$ cat src/rtl/bp_pkg.sv
package bp_pkg;
    typedef enum logic [0:0] {
        ST_UPDATE = 1'b0,
        ST_STABLE = 1'b1
    } bp_state_e;
endpackage

$ cat src/rtl/bp_cfg_regs.sv
module bp_cfg_regs #(
    parameter int NUM_SOCK = 8,
    parameter int NUM_BLK  = 16,
    parameter int SIZE_W   = 7,
    parameter int DATA_W   = 16,
    parameter int ADDR_W   = 5,
    parameter int DFLT_KB  = 8,
    parameter logic [NUM_BLK-1:0] DFLT_MAP = 16'h00FF
) (
    input  logic                       clk,
    input  logic                       rst_n,
    input  logic                       we,
    input  logic [ADDR_W-1:0]          addr,
    input  logic [DATA_W-1:0]          wdata,
    output logic [DATA_W-1:0]          rdata,
    output logic [NUM_SOCK*SIZE_W-1:0] tx_size,
    output logic [NUM_SOCK*SIZE_W-1:0] rx_size,
    output logic [NUM_BLK-1:0]         type_map
);
    localparam int RX_OFS   = NUM_SOCK;
    localparam int MAP_ADDR = 2 * NUM_SOCK;

    logic [SIZE_W-1:0] tx_q [NUM_SOCK];
    logic [SIZE_W-1:0] rx_q [NUM_SOCK];
    logic [NUM_BLK-1:0] map_q;

    always_ff @(posedge clk or negedge rst_n) begin
        if (!rst_n) begin
            for (int s = 0; s < NUM_SOCK; s++) begin
                tx_q[s] <= SIZE_W'(DFLT_KB);
                rx_q[s] <= SIZE_W'(DFLT_KB);
            end
            map_q <= DFLT_MAP;
        end else if (we) begin
            for (int s = 0; s < NUM_SOCK; s++) begin
                if (addr == ADDR_W'(s))          tx_q[s] <= wdata[SIZE_W-1:0];
                if (addr == ADDR_W'(RX_OFS + s)) rx_q[s] <= wdata[SIZE_W-1:0];
            end
            if (addr == ADDR_W'(MAP_ADDR)) map_q <= wdata[NUM_BLK-1:0];
        end
    end

    always_comb begin
        rdata = '0;
        for (int s = 0; s < NUM_SOCK; s++) begin
            if (addr == ADDR_W'(s))          rdata = DATA_W'(tx_q[s]);
            if (addr == ADDR_W'(RX_OFS + s)) rdata = DATA_W'(rx_q[s]);
        end
        if (addr == ADDR_W'(MAP_ADDR)) rdata = DATA_W'(map_q);
    end

    for (genvar s = 0; s < NUM_SOCK; s++) begin : g_flat
        assign tx_size[s*SIZE_W +: SIZE_W] = tx_q[s];
        assign rx_size[s*SIZE_W +: SIZE_W] = rx_q[s];
    end
    assign type_map = map_q;
endmodule

$ cat src/rtl/bp_prefix.sv
module bp_prefix #(
    parameter int NUM_SOCK = 8,
    parameter int SIZE_W   = 7,
    parameter int SUM_W    = 11,
    parameter int MAX_KB   = 64
) (
    input  logic [NUM_SOCK*SIZE_W-1:0] sizes,
    input  logic [SUM_W-1:0]           start,
    output logic [NUM_SOCK*SUM_W-1:0]  bases,
    output logic [SUM_W-1:0]           total,
    output logic                       oversize
);
    logic [SUM_W-1:0] acc;

    always_comb begin
        acc      = '0;
        oversize = 1'b0;
        bases    = '0;
        for (int s = 0; s < NUM_SOCK; s++) begin
            bases[s*SUM_W +: SUM_W] = start + acc;
            acc = acc + SUM_W'(sizes[s*SIZE_W +: SIZE_W]);
            if (sizes[s*SIZE_W +: SIZE_W] > SIZE_W'(MAX_KB)) oversize = 1'b1;
        end
    end

    assign total = acc;
endmodule

$ cat src/rtl/bp_rules.sv
module bp_rules #(
    parameter int NUM_BLK  = 16,
    parameter int BLK_KB   = 8,
    parameter int SUM_W    = 11,
    parameter int TOTAL_KB = 128
) (
    input  logic [NUM_BLK-1:0] type_map,
    input  logic [SUM_W-1:0]   tx_total,
    input  logic [SUM_W-1:0]   rx_total,
    input  logic               tx_over,
    input  logic               rx_over,
    output logic               tx_ok,
    output logic               rx_ok,
    output logic [SUM_W-1:0]   rx_start
);
    localparam int CNT_W = $clog2(NUM_BLK + 1);

    logic [CNT_W-1:0] tx_blocks;
    logic [CNT_W-1:0] rx_blocks;
    logic             contig;
    logic             fits;
    logic             tx_aligned;
    logic             rx_aligned;
    logic             tx_match;
    logic             rx_match;

    assign tx_blocks  = CNT_W'($countones(type_map));
    assign rx_blocks  = CNT_W'(NUM_BLK) - tx_blocks;
    assign contig     = ((type_map & (type_map + NUM_BLK'(1))) == '0);
    assign fits       = ({1'b0, tx_total} + {1'b0, rx_total}) <= (SUM_W+1)'(TOTAL_KB);
    assign tx_aligned = (tx_total % SUM_W'(BLK_KB)) == '0;
    assign rx_aligned = (rx_total % SUM_W'(BLK_KB)) == '0;
    assign tx_match   = tx_total == SUM_W'(tx_blocks) * SUM_W'(BLK_KB);
    assign rx_match   = rx_total == SUM_W'(rx_blocks) * SUM_W'(BLK_KB);
    assign rx_start   = SUM_W'(tx_blocks) * SUM_W'(BLK_KB);

    assign tx_ok = contig && fits && tx_aligned && tx_match && !tx_over;
    assign rx_ok = contig && fits && rx_aligned && rx_match && !rx_over;
endmodule

$ cat src/rtl/buf_part_mgr.sv
module buf_part_mgr
    import bp_pkg::*;
#(
    parameter int NUM_SOCK = 8,
    parameter int NUM_BLK  = 16,
    parameter int BLK_KB   = 8,
    parameter int SIZE_W   = 7,
    parameter int MAX_KB   = 64,
    parameter int DFLT_KB  = 8,
    parameter int DATA_W   = 16,
    parameter int ADDR_W   = 5,
    parameter int SUM_W    = $clog2(NUM_SOCK*((1 << SIZE_W) - 1) + NUM_BLK*BLK_KB + 1)
) (
    input  logic                      clk,
    input  logic                      rst_n,
    input  logic                      cfg_we,
    input  logic [ADDR_W-1:0]         cfg_addr,
    input  logic [DATA_W-1:0]         cfg_wdata,
    output logic [DATA_W-1:0]         cfg_rdata,
    output logic                      tx_valid_o,
    output logic                      rx_valid_o,
    output logic [NUM_SOCK*SUM_W-1:0] tx_base_o,
    output logic [NUM_SOCK*SUM_W-1:0] rx_base_o
);
    localparam int TOTAL_KB = NUM_BLK * BLK_KB;
    localparam int DFLT_BLK = (NUM_SOCK * DFLT_KB) / BLK_KB;
    localparam logic [NUM_BLK-1:0] DFLT_MAP = NUM_BLK'((64'(1) << DFLT_BLK) - 64'(1));

    logic [NUM_SOCK*SIZE_W-1:0] tx_size;
    logic [NUM_SOCK*SIZE_W-1:0] rx_size;
    logic [NUM_BLK-1:0]         type_map;
    logic [NUM_SOCK*SUM_W-1:0]  tx_base_c;
    logic [NUM_SOCK*SUM_W-1:0]  rx_base_c;
    logic [SUM_W-1:0]           tx_total;
    logic [SUM_W-1:0]           rx_total;
    logic [SUM_W-1:0]           rx_start;
    logic                       tx_over;
    logic                       rx_over;
    logic                       tx_ok;
    logic                       rx_ok;
    bp_state_e                  state_q;
    bp_state_e                  state_d;

    bp_cfg_regs #(
        .NUM_SOCK(NUM_SOCK), .NUM_BLK(NUM_BLK), .SIZE_W(SIZE_W), .DATA_W(DATA_W),
        .ADDR_W(ADDR_W), .DFLT_KB(DFLT_KB), .DFLT_MAP(DFLT_MAP)
    ) u_regs (
        .clk(clk), .rst_n(rst_n), .we(cfg_we), .addr(cfg_addr), .wdata(cfg_wdata),
        .rdata(cfg_rdata), .tx_size(tx_size), .rx_size(rx_size), .type_map(type_map)
    );

    bp_prefix #(.NUM_SOCK(NUM_SOCK), .SIZE_W(SIZE_W), .SUM_W(SUM_W), .MAX_KB(MAX_KB)) u_tx_sum (
        .sizes(tx_size), .start('0), .bases(tx_base_c), .total(tx_total), .oversize(tx_over)
    );

    bp_prefix #(.NUM_SOCK(NUM_SOCK), .SIZE_W(SIZE_W), .SUM_W(SUM_W), .MAX_KB(MAX_KB)) u_rx_sum (
        .sizes(rx_size), .start(rx_start), .bases(rx_base_c), .total(rx_total), .oversize(rx_over)
    );

    bp_rules #(.NUM_BLK(NUM_BLK), .BLK_KB(BLK_KB), .SUM_W(SUM_W), .TOTAL_KB(TOTAL_KB)) u_rules (
        .type_map(type_map), .tx_total(tx_total), .rx_total(rx_total),
        .tx_over(tx_over), .rx_over(rx_over), .tx_ok(tx_ok), .rx_ok(rx_ok), .rx_start(rx_start)
    );

    always_comb begin
        unique case (state_q)
            ST_UPDATE: state_d = cfg_we ? ST_UPDATE : ST_STABLE;
            ST_STABLE: state_d = cfg_we ? ST_UPDATE : ST_STABLE;
            default:   state_d = ST_UPDATE;
        endcase
    end

    always_ff @(posedge clk or negedge rst_n) begin
        if (!rst_n) state_q <= ST_UPDATE;
        else        state_q <= state_d;
    end

    always_ff @(posedge clk or negedge rst_n) begin
        if (!rst_n) begin
            tx_valid_o <= 1'b0;
            rx_valid_o <= 1'b0;
            tx_base_o  <= '0;
            rx_base_o  <= '0;
        end else if (state_q == ST_UPDATE) begin
            tx_valid_o <= tx_ok;
            rx_valid_o <= rx_ok;
            tx_base_o  <= tx_base_c;
            rx_base_o  <= rx_base_c;
        end
    end
endmodule

$ cat config.mk
export PLATFORM = sky130hd
export DESIGN_NAME = buf_part_mgr
export DESIGN_NICKNAME = d
export VERILOG_FILES = /design/src/rtl/bp_pkg.sv /design/src/rtl/bp_cfg_regs.sv /design/src/rtl/bp_prefix.sv /design/src/rtl/bp_rules.sv /design/src/rtl/buf_part_mgr.sv
export SDC_FILE = /design/constraint.sdc
export NUM_CORES = 1
export LEC_CHECK = 0
export ABC_AREA = 1
export ABC_CLOCK_PERIOD_IN_PS = 18600
export CORE_MARGIN = 8
export CORE_UTILIZATION = 60
export CTS_CLUSTER_DIAMETER = 50
export DETAILED_ROUTE_END_ITERATION = 8
export DONT_BUFFER_PORTS = 1
export PLACE_DENSITY = 0.78
export SLEW_MARGIN = 20
export SYNTH_ARGS = -nofsm -noshare
export SYNTH_HDL_FRONTEND = slang
export SYNTH_SLANG_ARGS = --single-unit
$ cat constraint.sdc
create_clock -name clk -period 18.6 [get_ports clk]
set_input_delay 3.72 -clock clk [delete_from_list [all_inputs] [get_ports clk]]
set_output_delay 3.72 -clock clk [all_outputs]
set_load 0.05 [all_outputs]
==> Word-level counts from Yosys, hierarchy flattened <==
Index checks and enable logic that the tools add are counted.
W data, S select, Z words.
{ "word_totals": {"in_bits": 24, "word_cells": 161, "ff_bits": 286, "out_inout_bits": 194} }
{ "op_classes": {"mux": 34, "reduce_logical": 30, "bitwise_logic": 1, "magnitude_cmp": 17, "n_eq_ne": 18, "add_sub_neg": 39} }
{ "ops": {"columns": ["op", "n"], "rows": [
  ["$add A11 B7 Y11", 12],
  ["$gt A7 B7 Y1 const B", 16],
  ["$mux W7", 16],
  ["$add A8 B11 Y11", 6],
  ["$eq A5 B4 Y1 const B", 8],
  ["$add A5 B5 Y5", 7],
  ["$reduce_and A2 Y1", 17],
  ["$eq A11 B8 Y1", 2],
  ["$logic_not A11 Y1", 2],
  ["$eq A5 B3 Y1 const B", 4],
  ["$mux W1", 17],
  ["$add A1 B1 Y2", 8],
  ["$add A16 B1 Y16 const B", 1],
  ["$add A7 B7 Y8", 2],
  ["$and A16 B16 Y16", 1],
  ["$logic_not A16 Y1", 1],
  ["$mux W16", 1],
  ["$add A11 B11 Y12", 1],
  ["$le A12 B8 Y1 const B", 1],
  ["$eq A5 B2 Y1 const B", 2],
  ["$add A8 B7 Y9", 1],
  ["$logic_and A1 B1 Y1", 7],
  ["$eq A5 B1 Y1 const B", 1],
  ["$eq A5 B5 Y1 const B", 1],
  ["3 further kinds", 4]
]} }

==> Logic depth before layout (Yosys ltp) <==
Gate-level depths: netlist of run 1.
{ "logic_depth": {"ltp_word": 18, "ltp_mapped": 51, "ltp_nobuf": 51} }

==> Hierarchy <==
Synthesis of run 1 repeated with hierarchy kept, for this count alone.
{ "unflattened": {"hier_cells": 3270, "area_unflattened_um2": 24618.6} }
{ "modules_own_cells": {"columns": ["mod", "cells_per_inst", "area_per_inst_um2", "seq_area_each_um2", "instances"], "rows": [
  ["buf_part_mgr", 755, 6780.3, 4479.3, 1],
  ["bp_cfg_regs", 718, 5830.6, 3233.1, 1],
  ["bp_prefix at u_tx_sum", 742, 5149.9, 0.0, 1],
  ["bp_prefix at u_rx_sum", 747, 5129.9, 0.0, 1],
  ["bp_rules", 308, 1727.9, 0.0, 1]
]} }

==> Worst setup path before layout of run 1 <==
No wires, ideal clock.
{ "synth_path": {"path_kind": "input port to output port", "from": "in cfg_addr[3]", "to": "out cfg_rdata[4]", "arrival_ns": 5.723, "cell_stages": 6, "required_ns": 14.880, "slack_ns": 9.157, "n_path_buf": 2, "cell_sequence": "or2_2 clkbuf_1 nor3_1 inv_1 clkbuf_1 o2111ai_1"} }
{ "synth_between": {"elab_chain_cells": 18, "elab_cells_between_ends": 34, "classes_between": "16 x eq/ne; 17 x mux; 1 x reduce/logical"} }
{ "synth_lines": {"columns": ["element", "line", "text"], "rows": [
  ["from (decl)", "buf_part_mgr.sv:17", "input logic [ADDR_W-1:0] cfg_addr,"],
  ["$logic_not A5 Y1", "bp_cfg_regs.sv:46", "if (addr == ADDR_W'(s)) rdata = DATA_W'(tx_q[s]);"],
  ["$mux W7", "bp_cfg_regs.sv:46", null],
  ["$mux W7", "bp_cfg_regs.sv:47", "if (addr == ADDR_W'(RX_OFS + s)) rdata = DATA_W'(rx_q[s]);"],
  ["$mux W7", "bp_cfg_regs.sv:46", null],
  ["$mux W7", "bp_cfg_regs.sv:47", null],
  ["$mux W7", "bp_cfg_regs.sv:46", null],
  ["$mux W7", "bp_cfg_regs.sv:47", null],
  ["$mux W7", "bp_cfg_regs.sv:46", null],
  ["(+2 left out)", null, null],
  ["$mux W7", "bp_cfg_regs.sv:47", null],
  ["$mux W7", "bp_cfg_regs.sv:46", null],
  ["$mux W7", "bp_cfg_regs.sv:47", null],
  ["$mux W7", "bp_cfg_regs.sv:46", null],
  ["$mux W7", "bp_cfg_regs.sv:47", null],
  ["$mux W7", "bp_cfg_regs.sv:46", null],
  ["$mux W7", "bp_cfg_regs.sv:47", null],
  ["$mux W16 *", "bp_cfg_regs.sv:49", "if (addr == ADDR_W'(MAP_ADDR)) rdata = DATA_W'(map_q);"],
  ["to (decl)", "buf_part_mgr.sv:19", "output logic [DATA_W-1:0] cfg_rdata,"]
]} }
Every way passes the cells marked *; elsewhere a longest branch is shown, timed or not.

==> Worst setup path in the final report of run 1 <==
{ "layout_path": {"from": "in cfg_addr[4]", "to": "out cfg_rdata[3]"} }
The elaborated chain is that of the path after synthesis.

==> metrics.yaml, run 1 <==
cp.arrival_ns: 6.04
post_synth_num_cell_types: 51
synth_edf_count: 0
io_pins: 218
cp.buffers_inverters: 1
grt_max_degree: 276
synth_cells: 2460
path_class: "primary input to output pin"
worstHoldStart: "u_regs.type_map[4]"
synth_top_area_share_pct: 33.0
syn_avg_cell_area_um2: 7.74
status: "completed"
synth_seq_cells: 275
post-cts-setup-buffers: 0
place.detailed.hpwl_um: 41600
cp_max_fo: 8
syn2layout_area_growth_pct: 7.14
cp-start-kind: "primary input"
wl_per_cell_um: 19.2
grt_antenna_before_repair: 1
cts_buffer_depth: 3
dpl_cell_area_mm2: 0.0192
worst_r2r_startpoint: "u_regs.rx_size[0]"
cts-root-buf: "clkbuf_16"
rr_worst_depth: 46
ctsHoldBuffers: 0
cp_num_cells: 13
numPortBuffers: 0
vias_per_cell: 5.73
die_area_mm2: 0.0377
grt_pass1_wl_um: 87600
row_count: 65
drtAntennaViolNets: 0
die_x_um: 194
cts_tree: "built"
fin_hold_ws_ns: 0.513
ys_warn_count: 0
drive_above_1_share_pct: 7.38
finalCritPeriodShare_pct: 52.5
core_mm2: 0.0314
cts_made_buffers: 35
clk_latency_ns: 0.55
drt-total-wl_um: 55000
diodes: 0
hold_end: "u_regs.type_map[4]"
whs_path_depth: 2
synth.largest_area_cell: "dfrtp_1"
r2r_slack_ns: 9.64
synth_ff_type: "dfrtp_1"
cp-end-kind: "output pin"
cts_resized: 0
setup_viol: 0
worstHoldPathType: "flop to flop"
crit_family: "simple AND/OR/NAND/NOR gates"
relSlewSlack_pct: 24.3
start_util_pct: 60.6
required_ns: 14.88
fin_skew_ns: 0.0330
rr_endpoint: "rx_valid_o"
yosysSeqAreaShare_pct: 36.3
cp_slowest_cell: "nand4_1"
ys_top_cells_by_area: "dfrtp_1, nand2_1, ha_1"
firstDrtPassIters: 6
fill_cells: 2725
rsz0062_at_grt: "false"
crit_chain: "inv_1, nand2_1, nor2_1, nand2_1, nand2_1, a21oi_1, nand3_1, nor4_1, nand4_1, o21ai_0, nand4_1, o21ai_0, nand4_1"
drv_slew: 0
drc: 0
netlist_area_mm2: 0.0190
clk_pin_slew_ns: 0.06
gp_congestion: 1.00
async_flop_share_pct: 100
cap_violations: 0
die_height_um: 194
multiInputGateArea_mm2: 0.0106
seq_area_mm2: 0.00692
grt_usage_pct: 28.7
drtIter0Drc: 1171
final_util_pct: 65.0
slowest_delay_ns: 0.63
finalCriticalPeriod_ns: 9.76
design_area_mm2: 0.0204
tns_ns: 0
htreeDepth: 2
nNetsFinal: 2658
hold_violations: 0
vias: 16400
overflow: 0
grt_pass1_vias: 16200
fmax_ghz: 0.102
cts.sinks: 275
worst_pin_slew_ns: 1.13
[per-layer routing]
metal	wire (um)	GRT usage, %	vias to the layer above
li1	-	-	7884
met1	23500	37.5	7842
met2	25400	47.0	584
met3	4140	5.41	133
met4	1880	10.4	0
met5	0	0	-
[worst min-delay path: stages (launching register included)]
cell and delay [ns]:
dfstp_2 0.38, nand2_1 0.06, o21ai_0 0.07
[worst max-delay path by stage]
stage / from / endpoint / slack [ns]
final: cfg_addr[4] / cfg_rdata[3] / 8.84
after detailed placement: cfg_addr[3] / cfg_rdata[9] / 8.81
after global routing: cfg_addr[3] / cfg_rdata[9] / 8.65
after global placement: cfg_addr[3] / cfg_rdata[13] / 8.89
after floorplan: cfg_addr[3] / cfg_rdata[4] / 9.16
after CTS: cfg_addr[3] / cfg_rdata[9] / 8.80
[layout make-up]
| class | instances | area share [%] |
|---|---|---|
| Clock buffer | 49 | 4.85 |
| Clock inverter | 15 | 0.890 |
| Inverter | 306 | 5.63 |
| Multi-Input combinational cell | 1816 | 52.0 |
| Sequential cell | 275 | 33.9 |
| Tap cell | 402 | 2.47 |
| Timing Repair Buffer | 6 | 0.221 |
[cell usage in the layout (no fill, tap or decap), types with 9 or more instances in the layout]
cell type,count
nand2_1,701
inv_1,298
dfrtp_1,250
o21ai_0,240
ha_1,161
nor2_1,140
a21oi_1,106
nand3_1,86
xor2_1,61
clkbuf_16,35
fa_1,33
conb_1,32
nand2_2,30
nand4_1,28
xnor2_1,27
dfstp_2,24
o31ai_1,20
nor3_1,17
a31oi_1,13
nor4_1,13
nand3_2,9
nand2_4,9
nand3b_1,9
[stage by stage]
| stage | setup WS (ns) | instances |
|---|---|---|
| after global placement | 8.89 | 2805 |
| final | 8.84 | 2869 |
| after detailed placement | 8.81 | 2805 |
| after CTS | 8.80 | 2869 |
| after global routing | 8.65 | 2869 |
| after floorplan | 9.16 | 2491 |
[logic make-up (layout without fill, tap and decap cells)]
kind of cell	Yosys count	count (layout)	share of synthesized area, %
mux	1	1	0.0526
compound gates	435	435	12.8
buf+inv	400	376	8.58
flops	275	275	36.3
fa+ha+maj	194	194	14.1
xor+xnor	88	88	4.05
simple gates	1066	1066	24.1
other cells	1	32	0.0197
[synthesized netlist by cell type (all sizes together), types with 5 or more instances]
cell / instances
clkbuf: 61
o2111ai: 5
fa: 33
a21bo: 6
buf: 33
nor4: 13
dfrtp: 251
ha: 161
a21o: 5
nand3b: 12
a31o: 5
o22ai: 6
nand3: 97
xor2: 61
o21ai: 241
nor2: 145
o21bai: 9
inv: 306
nand4: 28
or2: 8
nor3: 17
a31oi: 13
o31ai: 20
a21oi: 114
nand2: 740
xnor2: 27
dfstp: 24
[sequential cells by signal (all words and copies together), names as in the netlist]
signal           flops
rx_base_o           77
tx_base_o           67
u_regs.rx_size      56
u_regs.tx_size      56
u_regs.type_map     16
rx_valid_o           1
state_q              1
tx_valid_o           1
Power of run 1 is not shown: default switching activity piles up to over one toggle a cycle in this logic, so the estimate is an artifact.
==> run 2: changes to the inputs <==
--- a/config.mk
+++ b/config.mk
@@ -6,13 +6,13 @@
 export NUM_CORES = 1
 export LEC_CHECK = 0
 export ABC_AREA = 1
-export ABC_CLOCK_PERIOD_IN_PS = 18600
+export ABC_CLOCK_PERIOD_IN_PS = 8800
 export CORE_MARGIN = 8
-export CORE_UTILIZATION = 60
+export CORE_UTILIZATION = 59
 export CTS_CLUSTER_DIAMETER = 50
 export DETAILED_ROUTE_END_ITERATION = 8
 export DONT_BUFFER_PORTS = 1
-export PLACE_DENSITY = 0.78
+export PLACE_DENSITY = 0.8
 export SLEW_MARGIN = 20
 export SYNTH_ARGS = -nofsm -noshare
 export SYNTH_HDL_FRONTEND = slang
==> constraint.sdc (replaced) <==
create_clock -name clk -period 8.8 [get_ports clk]
set_input_delay 1.76 -clock clk [delete_from_list [all_inputs] [get_ports clk]]
set_output_delay 1.76 -clock clk [all_outputs]
set_load 0.05 [all_outputs]
==> run 2 against run 1 <==
Compared with the run above:
- critical path depth grew 32
- global-route usage fell by 0.22 points
- die area is 1.6% higher
- sequential cell count unchanged
- sequential share of layout area shrank 0.86 points
- critical path type is now flop to flop
==> metrics.yaml, run 2 (same netlist as run 1, synthesis figures left out) <==
status: "completed"  # unchanged
post-place-ws_ns: 0.0572  # was 8.81 ns
diodes: 0  # unchanged
drtAntennaViolNets: 0  # unchanged
start_util_pct: 60.2  # was 60.6%
crit_end: "rx_valid_o"  # was cfg_rdata[3]
grt_usage_pct: 28.5  # was 28.7%
setup_ws_ns: 0.558  # was 8.84 ns
setup_viol: 0  # unchanged
finalCritPeriodShare_pct: 93.7
r2r_slack_ns: 0.56  # was 9.64 ns
die_height_um: 196  # was 194 um
top_regs: "rx_base_o x77, tx_base_o x67"  # unchanged
grt_pass1_vias: 16300  # was 16200
cp-start-kind: "flop"  # was primary input
placed_cells: 2807  # was 2805
core_mm2: 0.0316  # was 0.0314 mm^2
worst_pin_slew_ns: 1.03  # was 1.13 ns
fin_cells: 2879  # was 2869
tns_ns: 0  # unchanged
drive_above_1_share_pct: 10.0  # was 7.38%
drc: 0  # unchanged
cp_slowest_cell: "dfrtp_1"  # was nand4_1
worst_r2r_startpoint: "u_regs.tx_size[7]"  # was u_regs.rx_size[0]
cts_made_buffers: 36  # was 35
die_x_um: 196  # was 194 um
vias_per_cell: 5.79  # was 5.73
worstHoldPathType: "flop to flop"  # unchanged
numPortBuffers: 0  # unchanged
cp-end-kind: "flop"  # was output pin
cap_violations: 0  # unchanged
finalCriticalPeriod_ns: 8.24
cts.sinks: 275  # unchanged
cp_max_fo: 5  # was 8
clk_pin_slew_ns: 0.06  # about the same
slowest_delay_ns: 0.41  # was 0.63 ns
relSlewSlack_pct: 30.7  # was 24.3%
layout_commonest_cell: "nand2_1"  # unchanged
drt-total-wl_um: 54900  # was 55000 um
cts_tree: "built"  # unchanged
drv_slew: 0  # unchanged
row_count: 65  # unchanged
path_class: "flop to flop"  # was primary input to output pin
fin_skew_ns: 0.0250  # was 0.0330 ns
wl_per_cell_um: 19.1  # was 19.2 um
ctsHoldBuffers: 0  # unchanged
rr_worst_depth: 45  # was 46
io_pins: 218  # unchanged
required_ns: 9.25  # was 14.88 ns
htreeDepth: 2  # unchanged
hold_violations: 0  # unchanged
nNetsFinal: 2668  # was 2658
place.detailed.hpwl_um: 41200  # was 41600 um
grt_pass1_wl_um: 87900  # was 87600 um
fmax_ghz: 0.121
crit_path_start: "u_regs.tx_size[7]"  # was cfg_addr[4]
top_register: "rx_base_o"  # unchanged
cts_buffer_depth: 3  # unchanged
cp.arrival_ns: 8.69  # was 6.04 ns
firstDrtPassIters: 6  # unchanged
die_area_mm2: 0.0383  # was 0.0377 mm^2
drtIter0Drc: 1351  # was 1171
final_util_pct: 66.2  # was 65.0%
final_cell_mix: "nand2_1, inv_1, dfrtp_1"  # unchanged
syn2layout_area_growth_pct: 9.94  # was 7.14%
clk_latency_ns: 0.53  # was 0.55 ns
largest_reg_flops: 77  # unchanged
rr_endpoint: "rx_valid_o"  # unchanged
cts-root-buf: "clkbuf_16"  # unchanged
crit_top_cell: "inv_1"
gp_congestion: 0.959  # was 1.00
grt_max_degree: 276  # unchanged
grt_antenna_before_repair: 0  # was 1
vias: 16700  # was 16400
overflow: 0  # unchanged
## run 2: area by class of cell
class                   count  area, um^2
clock buffers              49        1000
inverters                 306        1150
clock inverters            16         221
repair buffers             15         116
well taps                 402         503
flip-flops and latches    275        6920
multi-input cells        1816       11000
fillers                  2617       10700
## run 2: what timing repair did
item,4_1_cts,5_1_grt
setup buffers,0,7
endpoints found under the hold margin,0,0
endpoints found under the setup margin,0,2
gates resized for setup,0,78
## run 2: stage by stage
step | area (um^2) | hold slack (ns)
finish | 20900 | 0.527
global route | 20900 | 0.533
CTS | 20500 | 0.522
detailed placement | 19200 | 0.506
global placement | 19200 | 0.495
floorplan | 19200 | 0.479
## run 2: how the worst min path moves through the flow
stage / startpoint / end / slack (ns) / depth (start not counted)
after global placement: u_regs.type_map[4] / u_regs.type_map[4] / 0.50 / 2
after floorplan: u_regs.type_map[4] / u_regs.type_map[4] / 0.48 / 2
after detailed placement: u_regs.type_map[4] / u_regs.type_map[4] / 0.51 / 2
after global routing: u_regs.tx_size[10] / u_regs.tx_size[10] / 0.53 / 2
after CTS: u_regs.type_map[4] / u_regs.type_map[4] / 0.52 / 2
final: u_regs.type_map[4] / u_regs.type_map[4] / 0.53 / 2
## run 2: per-layer routing
| metal | vias to the layer above | global-route usage (%) | part of all wire [%] |
|---|---|---|---|
| li1 | 7921 | - | - |
| met1 | 8009 | 37.1 | 42 |
| met2 | 600 | 46.5 | 47 |
| met3 | 139 | 5.11 | 7.4 |
| met4 | 0 | 11.3 | 3.9 |
| met5 | - | 0 | 0 |
## run 2: worst max-delay path, delay by kind of cell, from the launching register on
kind / cells / cell delay [ns]
simple gates: 17 / 2.26
fa+ha+maj: 9 / 2.78
xor+xnor: 6 / 1.19
flops: 1 / 0.41
compound gates: 5 / 0.94
buf+inv: 8 / 0.58
Power of run 2 is left out for the same reason.
